<file path="src/rtl/suffix_pair_pkg.sv">
package suffix_pair_pkg;

    // Reduced machine: each state is named by the suffix it remembers
    typedef enum logic [2:0] {
        S_START = 3'd0,
        S_0     = 3'd1,
        S_1     = 3'd2,
        S_01    = 3'd3,
        S_11    = 3'd4,
        S_010   = 3'd5
    } min_st_t;

    // Unreduced machine: two post-match states that the reduction merges away
    typedef enum logic [2:0] {
        F_START = 3'd0,
        F_0     = 3'd1,
        F_1     = 3'd2,
        F_01    = 3'd3,
        F_11    = 3'd4,
        F_010   = 3'd5,
        F_110   = 3'd6,
        F_0101  = 3'd7
    } full_st_t;

    localparam int unsigned LONG_PAT_LEN  = 4;
    localparam int unsigned SHORT_PAT_LEN = 3;
    localparam logic [LONG_PAT_LEN-1:0]  LONG_PAT  = 4'b0101;
    localparam logic [SHORT_PAT_LEN-1:0] SHORT_PAT = 3'b110;

endpackage

</file>
<file path="src/rtl/suffix_min_fsm.sv">
module suffix_min_fsm
    import suffix_pair_pkg::*;
(
    input  logic    clk_i,
    input  logic    srst_i,
    input  logic    step_i,
    input  logic    bit_i,
    output min_st_t state_o,
    output logic    hit_o
);

    min_st_t state_q;
    min_st_t state_d;
    logic    out_c;

    // State register
    always_ff @(posedge clk_i) begin
        if (srst_i) begin
            state_q <= S_START;
        end else if (step_i) begin
            state_q <= state_d;
        end
    end

    // Next state and Mealy output
    always_comb begin
        state_d = state_q;
        out_c   = 1'b0;
        unique case (state_q)
            S_START: state_d = bit_i ? S_1  : S_0;
            S_0:     state_d = bit_i ? S_01 : S_0;
            S_1:     state_d = bit_i ? S_11 : S_0;
            S_01:    state_d = bit_i ? S_11 : S_010;
            S_11: begin
                state_d = bit_i ? S_11 : S_0;
                out_c   = !bit_i;
            end
            S_010: begin
                state_d = bit_i ? S_01 : S_0;
                out_c   = bit_i;
            end
            default: state_d = S_START;
        endcase
    end

    assign state_o = state_q;
    assign hit_o   = out_c & step_i;

endmodule

</file>
<file path="src/rtl/suffix_full_fsm.sv">
module suffix_full_fsm
    import suffix_pair_pkg::*;
(
    input  logic clk_i,
    input  logic srst_i,
    input  logic step_i,
    input  logic bit_i,
    output logic hit_o
);

    full_st_t state_q;
    full_st_t state_d;
    logic     out_c;

    // State register
    always_ff @(posedge clk_i) begin
        if (srst_i) begin
            state_q <= F_START;
        end else if (step_i) begin
            state_q <= state_d;
        end
    end

    // Next state and Mealy output, without merging equivalent states
    always_comb begin
        state_d = state_q;
        out_c   = 1'b0;
        unique case (state_q)
            F_START: state_d = bit_i ? F_1  : F_0;
            F_0:     state_d = bit_i ? F_01 : F_0;
            F_1:     state_d = bit_i ? F_11 : F_0;
            F_01:    state_d = bit_i ? F_11 : F_010;
            F_11: begin
                state_d = bit_i ? F_11 : F_110;
                out_c   = !bit_i;
            end
            F_010: begin
                state_d = bit_i ? F_0101 : F_0;
                out_c   = bit_i;
            end
            F_110:   state_d = bit_i ? F_01 : F_0;
            F_0101:  state_d = bit_i ? F_11 : F_010;
            default: state_d = F_START;
        endcase
    end

    assign hit_o = out_c & step_i;

endmodule

</file>
<file path="src/rtl/suffix_pair_detector.sv">
module suffix_pair_detector
    import suffix_pair_pkg::*;
#(
    parameter bit EQUIV_CHECK = 1'b1
) (
    input  logic clk_i,
    input  logic srst_i,
    input  logic din_i,
    input  logic din_vld_i,
    output logic hit_o
);

    logic    step;
    logic    main_hit;
    logic    ref_hit;
    min_st_t cur_st;

    // A bit is consumed only when valid and not in reset
    assign step = din_vld_i & ~srst_i;

    suffix_min_fsm u_min (
        .clk_i   (clk_i),
        .srst_i  (srst_i),
        .step_i  (step),
        .bit_i   (din_i),
        .state_o (cur_st),
        .hit_o   (main_hit)
    );

    generate
        if (EQUIV_CHECK) begin : g_shadow
            suffix_full_fsm u_full (
                .clk_i  (clk_i),
                .srst_i (srst_i),
                .step_i (step),
                .bit_i  (din_i),
                .hit_o  (ref_hit)
            );
        end else begin : g_no_shadow
            assign ref_hit = main_hit;
        end
    endgenerate

    assign hit_o = main_hit;

endmodule

</file>
<file path="config.mk">
export PLATFORM = sky130hd
export DESIGN_NAME = suffix_pair_detector
export DESIGN_NICKNAME = d
export VERILOG_FILES = /design/src/rtl/suffix_pair_pkg.sv /design/src/rtl/suffix_min_fsm.sv /design/src/rtl/suffix_full_fsm.sv /design/src/rtl/suffix_pair_detector.sv
export SDC_FILE = /design/constraint.sdc
export NUM_CORES = 1
export LEC_CHECK = 0
export ABC_AREA = 1
export CAP_MARGIN = 30
export CELL_PAD_IN_SITES_DETAIL_PLACEMENT = 1
export CELL_PAD_IN_SITES_GLOBAL_PLACEMENT = 1
export CORE_AREA = 2 2 39 41
export DETAILED_ROUTE_END_ITERATION = 8
export DIE_AREA = 0 0 41 43
export MAX_ROUTING_LAYER = met4
export PLACE_DENSITY = 0.39
export SLEW_MARGIN = 10
export SYNTH_ARGS = -nofsm -noshare
export SYNTH_HDL_FRONTEND = slang
export SYNTH_SLANG_ARGS = --single-unit
</file>
<file path="constraint.sdc">
create_clock -name clk_i -period 0.9 [get_ports clk_i]
set_input_delay 0.225 -clock clk_i [delete_from_list [all_inputs] [get_ports clk_i]]
set_output_delay 0.225 -clock clk_i [all_outputs]
set_load 0.01 [all_outputs]
</file>
# [Yosys cells after proc, flatten, opt, wreduce, memory -nomap -nowiden]
# Cells that the tools add are included.
[word_totals] regBits=3 latchBits=0 mem_bits_rw=0 rom_bits=0 inputBits=4 out_inout_bits=1 word_cells=19 n_memories=0
[classes] add_sub_neg=0 multipliers=0 div=0 magnitude_cmp=0 n_eq_ne=5 shift=0 n_mux=6 bitwise_logic=3 n_reduce_logical=4
[ops] cell="3-bit one-hot mux with 4 select lines" count=1
[ops] cell="3-bit by 2-bit == test with 1-bit output (second input constant)" count=2
[ops] cell="3-bit == test (second input constant)" count=2
[ops] cell="2-bit two-way mux" count=2
[ops] cell="2-bit OR reduction" count=2
[ops] cell="3-bit by 1-bit == test with 1-bit output (second input constant)" count=1
[ops] cell="3-bit logical NOT" count=1
[ops] cell="3-bit two-way mux" count=1
[ops] cell="1-bit AND" count=2
[ops] cell="1-bit one-hot mux with 2 select lines" count=1
[ops] cell="1-bit logical NOT" count=1
[ops] cell="1-bit two-way mux" count=1
[ops] cell="1-bit inverter" count=1

# [Longest topological paths before layout]
[depth] ltp_word=3 depth_mapped=5 mapped_depth_nobuf=5

# [By module]
# From an unflattened synthesis, not the netlist that was laid out.
[unflattened] hier_cells=30 area_unflattened_um2=181.4
[modules_own_cells] module="suffix_min_fsm" n_inst=1 cells_each=28 area_each_um2=171.4
[modules_own_cells] module="suffix_pair_detector" n_inst=1 cells_each=2 area_each_um2=10.0

# [Least setup slack after synthesis]
# No wires, ideal clock.
[synth_path] path_kind="register -> output" startpoint="reg u_min.state_q[0], in the netlist u_min.state_o[0]" endpoint="out hit_o" arrival_ns=0.761 path_slack_ns=-0.086 path_stages_with_launch=5 n_path_buf=0 cell_sequence="dfxtp_1 -> inv_2 -> o21ai_2 -> nand2_1 -> nor2_1"
[synth_between] elab_chain_len=3
[synth_lines] item="from (decl)" line_no="suffix_min_fsm.sv:12" text="min_st_t state_q;"
[synth_lines] item="from (signal assigned)" line_no="suffix_min_fsm.sv:21" text="state_q <= state_d;"
[synth_lines] item="3-bit == test" line_no="suffix_min_fsm.sv:29" text="unique case (state_q)"
[synth_lines] item="1-bit one-hot mux with 2 select lines *" line_no="suffix_min_fsm.sv:29"
[synth_lines] item="1-bit AND *" line_no="suffix_min_fsm.sv:47" text="assign hit_o = out_c & step_i;"
[synth_lines] item="to (decl)" line_no="suffix_pair_detector.sv:10" text="output logic hit_o"
# Every way passes the cells marked *; elsewhere a longest branch is shown, timed or not.

# [Worst setup path after layout]
# Same ends and word-level chain as after synthesis.

==> impl_metrics.ini <==
[status]
outcome = complete, but fails checks
violations = negative setup slack

[clocking]
postCtsHoldBufs = 0
cts_tree = done
cts_inserted_buffers = 3
cts.sinks = 3
cts_max_level = 1
clkLatencyLatePin_ps = 230
clk_pin_slew_ps = 40
root_buffer = clkbuf_4
cts_max_path_buffers = 2

[job]
cap_violations = 0

[floorplan]
die_area_um2 = 1760
die_h_um = 43
die_w_um = 41
io-pin-count = 5
coreArea_um2 = 1380
initial_utilization_pct = 13.8
row_count = 14

[logic_synthesis]
syn_nets = 34
synth_cell_type_count = 12
yosysSeqAreaShare_pct = 31.4
syn_area_um2 = 191
yosys_register_bits = 3
syn-instance-count = 30
yosysWarnings = 0
syn_avg_cell_area_um2 = 6.38

[worst_setup_path]
worstPathMaxFanout = 4
start_kind = flip-flop
r2r_setup_slack_ps = -40
r2r-start = u_min.state_o[0]
cp-end-kind = output port
path_class = flip-flop to output port
arrival_ps = 1020
r2r-end = u_min.state_o[2]
crit_required_ps = 670
worstRegToRegCells = 6

[sta]
fin_skew_ps = 1.82
hold-worst-slack_ps = 412
post-route-period-util_pct = 139
hold_viol = 0
slew_viol_final = 0
rsz0062_at_grt = yes
setup_viol = 2
layout_min_cycle_time_ps = 1250
max_freq_mhz = 801
relSlewSlack_pct = 85.6
worstMarginPinSlew_ps = 213
worst_slack_ps = -348

[hold_path]
hp-start = srst_i
holdPathStages = 3
hp-class = input port to flip-flop
whs_endpoint = u_min.state_o[0]

[placement]
routabilityCongestion = 0.658
hpwl_um = 505
port_buffers = 4

[global_route]
grt_usage_pct = 10.4
grt_max_degree = 5
antenna_found_initial = 0
grt_pass1_vias = 302
grt_pass1_wl_mm = 1.14
grt_overflow = 0

[finish]
fin_util_pct = 30.7
final_cell_mix = buf_4 (9), inv_2 (5), nand2_1 (4)
antennaDiodeCount = 0
areaGrowthSynthToFinish_pct = 122
final_nets = 55
largest_reg_flops = 3
final_common_cell = buf_4
drive_above_1_share_pct = 76.0
num-fill-cells = 182

[power_and_ir_drop]
ir_drop_mv = 0.442
p_leak_nw = 0.205
powerDensity_nw_per_um2 = 1180

[routing]
viasPerCell = 3.85
drt_iter0_markers = 2
drcViolationCount = 0
wire_per_inst_um = 9.92
first_pass_iters = 2
vias = 254
ant_nets = 0
drt-total-wl_um = 655
power breakdown:
group | internal, mW | leakage [nW] | switching, mW
Sequential | 0.139 | 0.0261 | 0.00662
Combinational | 0.0631 | 0.164 | 0.0510
Clock | 0.166 | 0.0150 | 0.0725
logic make-up (layout without fill, tap and decap cells):
family                 count (synthesis)  count (layout)  share of synthesized area (%)
AOI/OAI and AO/OA                      7               7                           25.5
and+or+nand+nor                       12              12                           27.5
buffers and inverters                  8              28                           15.7
DFF                                    3               3                           31.4
synth_stat cells:
cell type  instances  area [µm²]
nand2_1            8        30.0
inv_1              7        26.3
dfxtp_1            3        60.1
a21oi_1            2        10.0
nor2_1             2        7.51
o21ai_0            2        10.0
a21oi_2            1        8.76
inv_2              1        3.75
nand3_1            1        5.00
nand3_2            1        10.0
o21ai_2            1        8.76
o21bai_2           1        11.3
critical path, cell delays in order (launching register included):
cell and delay, ps:
dfxtp_4 360, inv_2 40, o21ai_2 120, nand2_1 80, nor2_2 70, buf_2 120
layout make-up:
| type | instances | area [µm²] | area share, % |
|---|---|---|---|
| Clock buffer | 4 | 26.3 | 6.19 |
| Inverter | 8 | 32.5 | 7.67 |
| Multi-Input combinational cell | 19 | 146 | 34.5 |
| Sequential cell | 3 | 66.3 | 15.6 |
| Tap cell | 16 | 20.0 | 4.72 |
| Timing Repair Buffer | 16 | 133 | 31.3 |
routing by layer:
metal	vias up	wire length [µm]	track usage, %
li1	132	-	-
met3	2	16	1.57
met4	0	14	10.0
met2	5	366	15.9
met5	-	0	-
met1	115	257	10.2
how the worst max path moves through the flow:
stage	slack, ps	start	endpoint
after floorplan	-40	u_min.state_o[0]	hit_o
after global placement	-920	din_i	hit_o
after detailed placement	-940	din_i	hit_o
after CTS	-400	u_min.state_o[0]	hit_o
after global routing	-420	u_min.state_o[0]	hit_o
final	-350	u_min.state_o[0]	hit_o
through the flow:
step / total power, mW / instances / setup TNS [ps] / instance area [µm²] / worst slack (ps)
2_1_floorplan: 0.179 / 30 / -43.4 / 195 / -43.4
3_3_place_gp: 0.235 / 61 / -1900 / 338 / -921
3_5_place_dp: 0.238 / 61 / -1980 / 338 / -941
4_1_cts: 0.498 / 65 / -552 / 379 / -398
5_1_grt: 0.538 / 66 / -589 / 424 / -417
6_report: 0.498 / 66 / -390 / 424 / -348
timing repair:
| action | 4_1_cts | 5_1_grt |
|---|---|---|
| setup endpoints to repair | 4 | 4 |
| pin swaps | 8 | 8 |
| setup buffers | 2 | 2 |
| gates resized for setup | 17 | 14 |
Power figures use the tool's default switching activity.
